**config.mk**
```make
export PLATFORM = sky130hd
export DESIGN_NAME = stat_serial_link
export DESIGN_NICKNAME = d
export VERILOG_FILES = /design/src/rtl/stat_link_pkg.sv /design/src/rtl/stat_ser_tx.sv /design/src/rtl/stat_ser_rx.sv /design/src/rtl/stat_byte_flag_stage.sv /design/src/rtl/stat_serial_link.sv
export SDC_FILE = /design/constraint.sdc
export NUM_CORES = 1
export LEC_CHECK = 0
export BUFFER_PORTS_ARGS = -buffer_cell sky130_fd_sc_hd__buf_4
export CAP_MARGIN = 40
export CORE_UTILIZATION = 45
export CTS_CLUSTER_DIAMETER = 40
export DETAILED_ROUTE_END_ITERATION = 10
export PLACE_DENSITY = 0.69
export SETUP_SLACK_MARGIN = 0.3
export SYNTH_ARGS = -nofsm -noshare
export SYNTH_HDL_FRONTEND = slang
export SYNTH_SLANG_ARGS = --single-unit
```
**constraint.sdc**
```tcl
create_clock -name clk -period 2.3 [get_ports clk]
set_clock_uncertainty 0.2 [all_clocks]
set_input_delay 0.46 -clock clk [delete_from_list [all_inputs] [get_ports clk]]
set_output_delay 0.46 -clock clk [all_outputs]
set_load 0.03 [all_outputs]
```
**src/rtl/stat_link_pkg.sv**
```systemverilog
package stat_link_pkg;
  localparam int STAT_W = 32;

  // True when a bit index names the last bit of a word of the given width.
  function automatic logic is_final_bit(input int idx, input int width);
    return idx == width - 1;
  endfunction

  // Index that follows idx within a word, wrapping after the last bit.
  function automatic int next_index(input int idx, input int width);
    return (idx == width - 1) ? 0 : idx + 1;
  endfunction
endpackage

```
**src/rtl/stat_ser_tx.sv**
```systemverilog
module stat_ser_tx
  import stat_link_pkg::*;
#(
  parameter int W = STAT_W,
  localparam int CW = $clog2(W)
) (
  input  logic         clk,
  input  logic         rst,
  input  logic [W-1:0] word_i,
  input  logic         strobe_i,
  output logic         sdata_o,
  output logic         svalid_o
);
  logic          busy;
  logic [CW-1:0] cnt;
  logic [W-1:0]  sh;
  logic          pend_v;
  logic [W-1:0]  pend_w;

  // named events
  logic last_bit, start_pend, start_new, capture;
  assign last_bit   = busy && is_final_bit(int'(cnt), W);
  assign start_pend = last_bit && pend_v;
  assign start_new  = strobe_i && (!busy || (last_bit && !pend_v));
  assign capture    = strobe_i && !start_new;

  always_ff @(posedge clk) begin
    if (rst) begin
      busy   <= 1'b0;
      cnt    <= '0;
      sh     <= '0;
      pend_v <= 1'b0;
      pend_w <= '0;
    end else begin
      if (start_pend) begin
        sh   <= pend_w;
        cnt  <= '0;
        busy <= 1'b1;
      end else if (start_new) begin
        sh   <= word_i;
        cnt  <= '0;
        busy <= 1'b1;
      end else if (last_bit) begin
        sh   <= '0;
        cnt  <= '0;
        busy <= 1'b0;
      end else if (busy) begin
        sh  <= sh >> 1;
        cnt <= CW'(next_index(int'(cnt), W));
      end
      if (capture) begin
        pend_v <= 1'b1;
        pend_w <= word_i;
      end else if (start_pend) begin
        pend_v <= 1'b0;
      end
    end
  end

  assign sdata_o  = busy & sh[0];
  assign svalid_o = busy;


  svalid_hold_chk: assert property (@(posedge clk) disable iff (rst)
    (busy && !last_bit) |=> svalid_o);

  svalid_start_chk: assert property (@(posedge clk) disable iff (rst)
    $rose(svalid_o) |-> $past(strobe_i));

  pend_drain_chk: assert property (@(posedge clk) disable iff (rst)
    (last_bit && pend_v) |=> (svalid_o && cnt == '0));
endmodule

```
**src/rtl/stat_ser_rx.sv**
```systemverilog
module stat_ser_rx
  import stat_link_pkg::*;
#(
  parameter int W = STAT_W,
  localparam int CW = $clog2(W)
) (
  input  logic         clk,
  input  logic         rst,
  input  logic         sdata_i,
  input  logic         svalid_i,
  output logic [W-1:0] vec_o,
  output logic         vec_valid_o
);
  logic [CW-1:0] cnt;
  logic [W-1:0]  acc;
  logic          word_done;

  assign word_done = svalid_i && is_final_bit(int'(cnt), W);

  always_ff @(posedge clk) begin
    if (rst) begin
      cnt         <= '0;
      acc         <= '0;
      vec_o       <= '0;
      vec_valid_o <= 1'b0;
    end else begin
      vec_valid_o <= 1'b0;
      if (word_done) begin
        vec_o       <= {sdata_i, acc[W-2:0]};
        vec_valid_o <= 1'b1;
        cnt         <= '0;
        acc         <= '0;
      end else if (svalid_i) begin
        acc[cnt] <= sdata_i;
        cnt      <= CW'(next_index(int'(cnt), W));
      end else begin
        cnt <= '0;
        acc <= '0;
      end
    end
  end


  vv_pulse_chk: assert property (@(posedge clk) disable iff (rst)
    vec_valid_o |=> !vec_valid_o);

  vv_source_chk: assert property (@(posedge clk) disable iff (rst)
    vec_valid_o |-> $past(svalid_i));

  vec_hold_chk: assert property (@(posedge clk) disable iff (rst)
    !vec_valid_o |-> $stable(vec_o));

  drop_reset_chk: assert property (@(posedge clk) disable iff (rst)
    !svalid_i |=> (cnt == '0 && !vec_valid_o));
endmodule

```
**src/rtl/stat_byte_flag_stage.sv**
```systemverilog
module stat_byte_flag_stage (
  input  logic clk,
  input  logic rst,
  input  logic flag_i,
  output logic flag_o
);
  always_ff @(posedge clk) begin
    if (rst) flag_o <= 1'b0;
    else     flag_o <= flag_i;
  end


  flag_follow_chk: assert property (@(posedge clk) disable iff (rst)
    !$past(rst) |-> (flag_o == $past(flag_i)));
endmodule

```
**src/rtl/stat_serial_link.sv**
```systemverilog
module stat_serial_link
  import stat_link_pkg::*;
#(
  parameter int W = STAT_W
) (
  input  logic         clk,
  input  logic         rst,
  input  logic [W-1:0] stat_word_i,
  input  logic         stat_strobe_i,
  input  logic         frame_byte_i,
  output logic         ser_data_o,
  output logic         ser_valid_o,
  output logic         byte_flag_o,
  input  logic         rx_data_i,
  input  logic         rx_valid_i,
  output logic [W-1:0] vec_o,
  output logic         vec_valid_o
);
  stat_ser_tx #(.W(W)) u_tx (
    .clk(clk), .rst(rst), .word_i(stat_word_i), .strobe_i(stat_strobe_i),
    .sdata_o(ser_data_o), .svalid_o(ser_valid_o)
  );

  stat_ser_rx #(.W(W)) u_rx (
    .clk(clk), .rst(rst), .sdata_i(rx_data_i), .svalid_i(rx_valid_i),
    .vec_o(vec_o), .vec_valid_o(vec_valid_o)
  );

  stat_byte_flag_stage u_flag (
    .clk(clk), .rst(rst), .flag_i(frame_byte_i), .flag_o(byte_flag_o)
  );


  rst_quiet_chk: assert property (@(posedge clk)
    rst |=> (!ser_valid_o && !vec_valid_o && !byte_flag_o));
endmodule

```
==> run metrics <==
TritonCTS buffer count=17; Required @ worst endpoint=about 2400 ps; prevailing post-synth register cell=dfxtp_1; critical path class=reg2reg; CP endpoint kind=flip-flop; CP Max Fanout=7; Achievable Freq=0.4993 GHz; CTS Root Cell=clkbuf_16; Final Power=5948 uW; first-pass GRT wire length=roughly 28 mm; cell count after synthesis=733; Die Y=125.8 um; antenna violations before repair=0; setup TNS=0 ps; Synth Net Count=778; Fillers=1263; Post-synth ARST share=0%; routability congestion estimate from global placement=about 0.76; VDD IR max=between 0.5 and 0.6 mV; crit share post-route=slightly below 90%; placed insts=~940; endpoints failing hold=0; worst-margin pin slew=approximately 730 ps; CTS sink count=141; hold wc startpoint=frame_byte_i; via count=5909; share of cells above drive strength 1=a little under a third; # IOs=74; pre-CTS setup slack=213.8 ps; slew margin rel.=51.54%; Clk pin slew, worst setup/hold paths=60 ps; H-Tree Depth=4; Total GRT Usage=21.44%; TritonRoute pass-1 iters=5; fin crit period=2003 ps; Starting Density=46.71%; Worst Setup Start Kind=flip-flop; Iteration-0 DRC Markers=~460; reg-to-reg startpoint=u_tx.cnt[0]; Worst-Skew Late Latency=430 ps; largest net degree at the start of global routing=between 50 and 60; Clock Path Buffers=2; CTS tree=yes; core box area=approximately 15000 um^2; number of global-route vias before repair=roughly 5700; Distinct cells, synth=41; Non-Filler Instances=roughly 980; Final Setup Violations=0; Final nets=roughly 830; RSZ-0062 raised after global routing=true; pwr dens=around 710 nW/um^2; die width=between 100 and 150 um; Synth Warn #=0; IO Port Bufs=73; Antenna Nets Post-Route=0; fin util=a little under three fifths; antenna diode count=0; WL per Instance=17.88 um; critical path startpoint=u_tx.cnt[0]; register area share after synthesis=around two fifths; P_leak=0.003173 uW; DRT Wirelength=approximately 18 mm; P&R area growth vs syn=21.99%; Final HPWL DP=between 10 and 15 mm; critical path arrival=between 2000 and 2500 ps; #FFs+latches synth=approximately 140; cts hold-fix bufs=0; status=finished clean; vias per std cell=6.011; Hold WC Path Type=in2reg; DRC Markers=0; max-cap viol count=0; grt total ovfl=0; die area=approximately 16000 um^2; Syn Std Cell Area=between 6000 and 7000 um^2; # rows=44; fin worst setup slack=approximately 300 ps; Post-synth EDFFs=0; Mapped Avg Cell Area=between 9 and 10 um^2; fin. max-slew vios=0
[worst max-delay path: stages (launching register included)]
cell and delay (ps):
dfxtp_2 340, ha_4 160, and3_4 180, ha_4 180, and3b_2 280, clkbuf_16 190
a22oi_1 250, a211oi_2 100
[layout by cell type (no fill, tap or decap), types with 3 or more instances in the layout]
cell type	n
a211oi_2	20
buf_12	6
a21oi_1	67
and3_4	3
a221oi_2	17
o31ai_1	32
clkbuf_8	3
o21ai_0	11
mux2i_1	33
xor2_1	3
clkbuf_16	21
clkinvlp_4	6
a211oi_1	8
a22oi_1	25
a311oi_1	4
ha_1	4
nand4b_1	12
nor2_1	72
ha_4	3
nand4_1	36
nand2_1	70
and3_1	6
and3b_1	5
buf_6	5
nor2_2	3
a221oi_1	7
dfxtp_1	136
and4bb_2	12
a221oi_4	3
nor4b_1	4
inv_1	5
dfxtp_2	5
buf_4	100
mux2_2	27
[timing repair]
action                                  CTS  global route
pin swaps                                 0            19
setup buffers                             0             9
cloned                                    1             6
gates resized for setup                   4            17
endpoints found under the setup margin   40            96
[where the power goes]
part,switching (uW),internal (uW)
combinational,341,291
sequential,77.8,2530
clock,1040,1670
total,1460,4490
[cell families after synthesis]
family	after synthesis	synth area share, %
simple gates	234	18.16
compound gates	197	22.46
flops	141	40.96
buf+inv	89	7.317
mux	60	9.205
fa+ha+maj	7	1.271
xor+xnor	5	0.6356
[per-stage QoR]
stage	instance area (um^2)	hold WS [ps]
floorplan	6945	224.1
global placement	7478	234.2
detailed placement	7506	248.5
CTS	8120	31.51
global route	8407	48.69
finish	8407	46.01
[routing by layer]
| layer | vias to the layer above | track usage [%] | share of wire, % |
|---|---|---|---|
| li1 | 2817 | - | - |
| met5 | - | 0 | 0 |
| met3 | 20 | 5.310 | 5.4 |
| met2 | 173 | 34.77 | 49 |
| met4 | 0 | 7.725 | 1.4 |
| met1 | 2899 | 27.71 | 45 |
[area by class of cell]
| cell class | instances | area, um^2 | area share (%) |
|---|---|---|---|
| clock inverter | 10 | 115.1 | 1.369 |
| clock buffer | 21 | 470.5 | 5.596 |
| timing repair buffer | 117 | 1060 | 12.61 |
| sequential | 141 | 2829 | 33.65 |
| multi-input combinational | 504 | 3680 | 43.77 |
| inverter | 6 | 22.52 | 0.2679 |
| tap | 184 | 230.2 | 2.739 |
[registers in the layout (all words and copies together) (netlist names)]
name and flops:
u_tx.svalid_o 1, u_tx.pend_v 1, u_rx.cnt 5, u_flag.flag_o 1, u_rx.acc 31, u_rx.vec_valid_o 1, u_tx.sh 32, u_tx.pend_w 32
u_rx.vec_o 32, u_tx.cnt 5
[Yosys cell counts, types with 2 or more instances]
cell,instances,area share [%]
buf_2,37,2.7
nand4b_1,12,1.5
and3_1,7,0.64
nor2_1,75,4.1
xor2_1,3,0.38
nand4_1,36,3.3
dfxtp_1,141,41
clkbuf_1,28,1.5
nor4b_1,4,0.51
buf_6,9,1.5
a221oi_2,20,4.4
and4bb_2,12,2.2
buf_4,6,0.65
nor2b_1,2,0.18
a211oi_1,8,0.87
nand2_1,70,3.8
a22oi_1,27,2.9
and3b_1,6,0.76
a21oi_1,67,4.9
and2_1,2,0.18
a311oi_1,4,0.51
o21ai_0,11,0.80
o31ai_1,32,3.5
mux2i_1,33,4.8
mux2_2,27,4.4
or2_2,2,0.18
inv_1,5,0.27
a221oi_1,7,0.89
buf_12,2,0.58
a211oi_2,20,3.6
ha_1,7,1.3
xnor2_1,2,0.25
[worst paths after layout]
check,endpoint,slack [ps],depth (start not counted)
worst max register to register,u_tx.sh[24],300,7
worst min register to register,u_rx.vec_o[13],250,2
worst max-delay path,u_tx.sh[24],300,7
worst min-delay path,u_flag.flag_o,50,2
Power figures use the tool's default switching activity.
